--- src/rtl/irp_pkg.sv ---
package irp_pkg;
    localparam int DW   = 8;
    localparam int AW   = 5;
    localparam int NREG = 1 << AW;
    localparam int TCB  = 3;
    localparam int TCW  = DW * TCB;
    localparam int IDW  = 3;

    localparam logic [AW-1:0] A_OWN     = 5'h00;
    localparam logic [AW-1:0] A_TC_HI   = 5'h12;
    localparam logic [AW-1:0] A_LAST_RW = 5'h16;
    localparam logic [AW-1:0] A_CMD     = 5'h18;
    localparam logic [AW-1:0] A_DATA    = 5'h19;
    localparam logic [AW-1:0] A_ONES_LO = 5'h1B;
    localparam logic [AW-1:0] A_AUX     = 5'h1F;
    localparam logic [DW-1:0] AUX_INIT  = 8'h80;

    typedef struct packed {
        logic [NREG-1:0][DW-1:0] regs;
        logic [TCW-1:0]          tc;
        logic [AW-1:0]           ptr;
        logic [IDW-1:0]          own;
        logic [DW-1:0]           rdata;
        logic                    side_v;
        logic                    side_w;
        logic [AW-1:0]           side_a;
        logic [DW-1:0]           side_d;
    } irp_state_t;

    function automatic irp_state_t irp_reset_state();
        irp_state_t s;
        s = '0;
        for (int i = 0; i < NREG; i++) begin
            if (i >= int'(A_ONES_LO) && i < int'(A_AUX)) s.regs[i] = '1;
        end
        s.regs[A_AUX] = AUX_INIT;
        return s;
    endfunction
endpackage

--- src/rtl/irp_ptr_step.sv ---
module irp_ptr_step
    import irp_pkg::*;
(
    input  logic [AW-1:0] ptr,
    input  logic          addr_we,
    input  logic          ctl_access,
    input  logic [DW-1:0] wdata,
    output logic [AW-1:0] ptr_next
);
    logic hold;

    always_comb begin
        hold = (ptr == A_CMD) || (ptr == A_DATA) || (ptr == A_AUX);
        if (addr_we) begin
            ptr_next = wdata[AW-1:0];
        end else if (ctl_access && !hold) begin
            ptr_next = ptr + AW'(1);
        end else begin
            ptr_next = ptr;
        end
    end
endmodule

--- src/rtl/irp_wr_decode.sv ---
module irp_wr_decode
    import irp_pkg::*;
(
    input  logic [AW-1:0]  ptr,
    output logic [TCB-1:0] tc_sel,
    output logic           store_en,
    output logic           own_hit,
    output logic           side_hit
);
    genvar k;
    generate
        for (k = 0; k < TCB; k++) begin : g_tc
            // byte lane k of the count sits at A_TC_HI + (TCB-1-k)
            assign tc_sel[k] = (ptr == A_TC_HI + AW'(TCB - 1 - k));
        end
    endgenerate

    always_comb begin
        side_hit = (ptr == A_CMD) || (ptr == A_DATA);
        own_hit  = (ptr == A_OWN);
        store_en = ((ptr <= A_LAST_RW) && (tc_sel == '0)) || side_hit;
    end
endmodule

--- src/rtl/irp_rd_sel.sv ---
module irp_rd_sel
    import irp_pkg::*;
(
    input  logic [NREG-1:0][DW-1:0] regs,
    input  logic [TCW-1:0]          tc,
    input  logic [TCB-1:0]          tc_sel,
    input  logic [AW-1:0]           ptr,
    output logic [DW-1:0]           rd_val
);
    always_comb begin
        rd_val = regs[ptr];
        for (int k = 0; k < TCB; k++) begin
            if (tc_sel[k]) rd_val = tc[k*DW +: DW];
        end
    end
endmodule

--- src/rtl/irp_top.sv ---
module irp_top
    import irp_pkg::*;
(
    input  logic           clk,
    input  logic           rst_n,
    input  logic           host_addr_we,
    input  logic           host_wr,
    input  logic           host_rd,
    input  logic [7:0]     host_wdata,
    output logic [7:0]     host_rdata,
    output logic [2:0]     own_id,
    output logic           side_valid,
    output logic           side_write,
    output logic [4:0]     side_addr,
    output logic [7:0]     side_data
);
    irp_state_t s_d, s_q;

    logic [AW-1:0]  ptr_q;
    logic [AW-1:0]  ptr_next;
    logic [TCB-1:0] tc_sel;
    logic           store_en, own_hit, side_hit;
    logic [DW-1:0]  rd_val;
    logic           do_wr, do_rd;

    assign ptr_q = s_q.ptr;
    assign do_wr = host_wr && !host_addr_we;
    assign do_rd = host_rd && !host_addr_we && !host_wr;

    irp_ptr_step u_step (
        .ptr        (s_q.ptr),
        .addr_we    (host_addr_we),
        .ctl_access (do_wr || do_rd),
        .wdata      (host_wdata),
        .ptr_next   (ptr_next)
    );

    irp_wr_decode u_dec (
        .ptr      (s_q.ptr),
        .tc_sel   (tc_sel),
        .store_en (store_en),
        .own_hit  (own_hit),
        .side_hit (side_hit)
    );

    irp_rd_sel u_rd (
        .regs   (s_q.regs),
        .tc     (s_q.tc),
        .tc_sel (tc_sel),
        .ptr    (s_q.ptr),
        .rd_val (rd_val)
    );

    always_comb begin
        s_d        = s_q;
        s_d.side_v = 1'b0;
        s_d.ptr    = ptr_next;
        if (do_wr) begin
            for (int k = 0; k < TCB; k++) begin
                if (tc_sel[k]) s_d.tc[k*DW +: DW] = host_wdata;
            end
            if (store_en) s_d.regs[s_q.ptr] = host_wdata;
            if (own_hit)  s_d.own = host_wdata[IDW-1:0];
            if (side_hit) begin
                s_d.side_v = 1'b1;
                s_d.side_w = 1'b1;
                s_d.side_a = s_q.ptr;
                s_d.side_d = host_wdata;
            end
        end else if (do_rd) begin
            s_d.rdata = rd_val;
            if (side_hit) begin
                s_d.side_v = 1'b1;
                s_d.side_w = 1'b0;
                s_d.side_a = s_q.ptr;
                s_d.side_d = rd_val;
            end
        end
    end

    always_ff @(posedge clk) begin
        if (!rst_n) s_q <= irp_reset_state();
        else        s_q <= s_d;
    end

    assign host_rdata = s_q.rdata;
    assign own_id     = s_q.own;
    assign side_valid = s_q.side_v;
    assign side_write = s_q.side_w;
    assign side_addr  = s_q.side_a;
    assign side_data  = s_q.side_d;
endmodule

--- config.mk ---
export PLATFORM = sky130hd
export DESIGN_NAME = irp_top
export DESIGN_NICKNAME = d
export VERILOG_FILES = /design/src/rtl/irp_pkg.sv /design/src/rtl/irp_ptr_step.sv /design/src/rtl/irp_wr_decode.sv /design/src/rtl/irp_rd_sel.sv /design/src/rtl/irp_top.sv
export SDC_FILE = /design/constraint.sdc
export NUM_CORES = 1
export LEC_CHECK = 0
export BUFFER_PORTS_ARGS = -buffer_cell sky130_fd_sc_hd__buf_2
export CAP_MARGIN = 0
export CORE_MARGIN = 3
export CORE_UTILIZATION = 50
export CTS_CLUSTER_DIAMETER = 100
export DETAILED_ROUTE_END_ITERATION = 12
export PLACE_DENSITY = 0.66
export SYNTH_ARGS = -nofsm -noshare
export SYNTH_HDL_FRONTEND = slang
export SYNTH_SLANG_ARGS = --single-unit
--- constraint.sdc ---
create_clock -name clk -period 3.72 [get_ports clk]
set_input_delay 0.744 -clock clk [delete_from_list [all_inputs] [get_ports clk]]
set_output_delay 0.744 -clock clk [all_outputs]
set_load 0.1 [all_outputs]
==> impl_metrics.ini <==
[min_path]
min_path_type = reg -> reg

[clocking]
cts_sinks = 311
clk_pin_slew_ns = 0.06
clockRootBuffer = clkbuf_16
cts_hold_buf = 0
cts_resized = 0
clockBufferDepth = 3
cts_buffers = 34
cts_tree = done
h-tree-depth = 2
post_cts.repair.setup_buffers = 0
clk_latency_ns = 0.51

[placed_design]
gp_congestion = 0.9149
port_buffers = 38
dp_hpwl_um = 24390
dp_cells = 1686
dp_slack_ns = 0.5526

[finish]
fin_nets = 1368
fillers = 2379
area_growth_pct = 8.901
stdcell_count = 1744
drive_gt1_share_pct = 13.92
diodes = 0
multi_input_area_um2 = 6957
seqCellArea_um2 = 6233

[pwr]
power_density_nw_per_um2 = 475.2
leakagePower_nw = 6.188
vdd_ir_drop_max_mv = 0.2850
total_power_mw = 7.209

[synth]
syn_avg_cell_area_um2 = 10.06
synthMuxAreaShare_pct = 21.85
synthCells = 1385
synth.distinct_cells = 72
yosys_register_bits = 311
synth.net_count = 1403
yosysSeqAreaShare_pct = 44.69
synthSimpleGateAreaFrac_pct = 18.69
async_reset_ff_share_pct = 0
synthAdderAreaFrac_pct = 0.4491
synth_compound_gate_area_share_pct = 8.757
yosysWarningCount = 0
ys.flop_type = dfxtp_1
synth_top_family_by_area = multiplexers
synth_xor_xnor_area_share_pct = 0.1886
netlist_area_um2 = 13930
synth_edf_count = 0

[sta]
rsz0062_at_grt = false
max_clock_freq_mhz = 309.2
finalHoldViolCount = 0
finalCritPeriodShare_pct = 86.95
setup_violations = 0
period_minus_slack_ns = 3.235
drv_slew = 0
fin_ws_ns = 0.4855
tns_ns = 0
timing.hold.ws_ns = 0.4311
slew_headroom_pct = 31.74
tightest_slew_ns = 1.020
finClkSkew_ns = 0.008264

[global_routing]
track_usage_pct = 24.62
grt_pass1_vias = 9727
antenna_found_initial = 0
overflow = 0
grt_pass1_wl_um = 58230
grt_max_degree = 85

[worst_setup_path]
slowest_delay_ns = 0.79
crit_chain = inv_1 -> ha_1 -> buf_4 -> nor2_1 -> o221ai_2 -> a211oi_2 -> nand2_1 -> nand3_1 -> o21ai_0
cp_top_family = compound AO/OA/AOI/OAI gates
start_kind = flop
worstSetupPathType = reg -> reg
cp.buffers_inverters = 2
arrival_ns = 3.57
worstPathRequired_ns = 4.06
end_kind = flop
crit_fanout = 16
cp_slowest_cell = a211oi_2

[die]
core_area_um2 = 27180
io-pin-count = 39
die_w_um = 172.9
start_util_pct = 51.26
die_h_um = 172.9
rows = 60
die_area_um2 = 29900

[drt]
avgRoutedWirePerCell_um = 21.42
first_iter_violations = 999
vias_per_cell = 5.810
route.detailed.drc = 0
dr_total_vias = 10130
ant_nets = 0
firstDrtPassIters = 5
wl_um = 37350

[run_status]
status = complete, no violations

[run]
maxCapViolations = 0
cells by family (layout without fill, tap and decap cells):
group | after synthesis | count (layout)
simple gates | 487 | 487
flops | 311 | 311
mux | 255 | 255
compound gates | 186 | 186
buf+inv | 138 | 125
fa+ha+maj | 5 | 5
xor+xnor | 3 | 3
final timing paths:
| check | from | slack [ns] | cells after the start | to |
|---|---|---|---|---|
| worst min-delay path | s_q[291] | 0.43 | 1 | s_q[291] |
| worst min register to register | s_q[291] | 0.43 | 1 | s_q[291] |
| worst max-delay path | ptr_q[0] | 0.49 | 9 | s_q[182] |
| worst max register to register | ptr_q[0] | 0.49 | 9 | s_q[182] |
layout make-up:
| class | count | area share, % |
|---|---|---|
| tap | 372 | 3.068 |
| clock buffer | 51 | 6.499 |
| multi-input combinational | 936 | 45.86 |
| inverter | 4 | 0.09897 |
| timing repair buffer | 63 | 2.631 |
| sequential | 311 | 41.09 |
| clock inverter | 7 | 0.7588 |
placed cells by master (no fill, tap or decap), types with 5 or more instances in the layout:
| cell | count |
|---|---|
| a21oi_1 | 20 |
| ha_1 | 5 |
| clkbuf_8 | 6 |
| nor3_1 | 5 |
| nor2_1 | 20 |
| and3b_1 | 7 |
| clkbuf_16 | 35 |
| o22ai_1 | 12 |
| mux4_2 | 23 |
| mux2_2 | 20 |
| buf_2 | 37 |
| clkbuf_1 | 11 |
| and2_1 | 42 |
| dfxtp_1 | 309 |
| nand2_4 | 12 |
| nand2_1 | 191 |
| a221oi_1 | 7 |
| and3_1 | 6 |
| buf_4 | 24 |
| mux4_1 | 11 |
| mux2i_1 | 201 |
| o21a_1 | 5 |
| a22oi_1 | 8 |
| a21boi_0 | 21 |
| nand2b_1 | 29 |
| nand3_1 | 71 |
| nor2b_1 | 66 |
| o21ai_0 | 71 |
through the flow:
step	util [%]	cell area, µm²
4_1_cts	55.82	15170
3_5_place_dp	51.77	14070
2_1_floorplan	-	13930
5_1_grt	55.82	15170
6_report	55.82	15170
3_3_place_gp	51.77	14070
flip-flops by register name, indices dropped and copies added (netlist names):
name	count
host_rdata	8
side_data	8
ptr_q	5
side_valid	1
side_addr	5
s_q	280
side_write	1
own_id	3
worst reg2reg max path, stage by stage (launching register included):
cell	delay, ns
dfxtp_4	0.45
inv_1	0.14
ha_1	0.35
buf_4	0.23
nor2_1	0.13
o221ai_2	0.14
a211oi_2	0.79
nand2_1	0.51
nand3_1	0.20
o21ai_0	0.12
cells in the mapped netlist (5+ instances only):
cell type / count / area (µm²)
ha_1: 5 / 62.56
nor2_1: 20 / 75.07
o21a_1: 5 / 37.54
nand2_4: 12 / 135.1
nor3_1: 5 / 25.02
o21ai_0: 71 / 355.3
o22ai_1: 12 / 75.07
mux4_2: 23 / 518.0
a21boi_0: 21 / 157.7
buf_4: 42 / 315.3
and3b_1: 7 / 61.31
nand2_1: 191 / 716.9
a221oi_1: 7 / 61.31
and3_1: 6 / 37.54
nor2b_1: 66 / 412.9
clkbuf_1: 59 / 221.5
nand2b_1: 29 / 181.4
a22oi_1: 8 / 60.06
mux2_2: 20 / 225.2
mux2i_1: 201 / 2012
nand3_1: 71 / 355.3
dfxtp_1: 311 / 6226
mux4_1: 11 / 289.0
and2_1: 42 / 262.8
buf_2: 24 / 120.1
a21oi_1: 20 / 100.1
per-layer routing:
layer | GRT usage, % | up-vias | wire length [µm]
met2 | 39.10 | 344 | 17050
met4 | 10.14 | 0 | 1601
met5 | 0 | - | 0
met3 | 4.743 | 96 | 2307
li1 | - | 4772 | -
met1 | 33.11 | 4921 | 16390
power breakdown:
part | switching, mW | internal (mW)
Clock | 1.33 | 2.04
Sequential | 0.0257 | 3.35
Combinational | 0.327 | 0.142
Total | 1.68 | 5.53
Power figures use the tool's default switching activity.
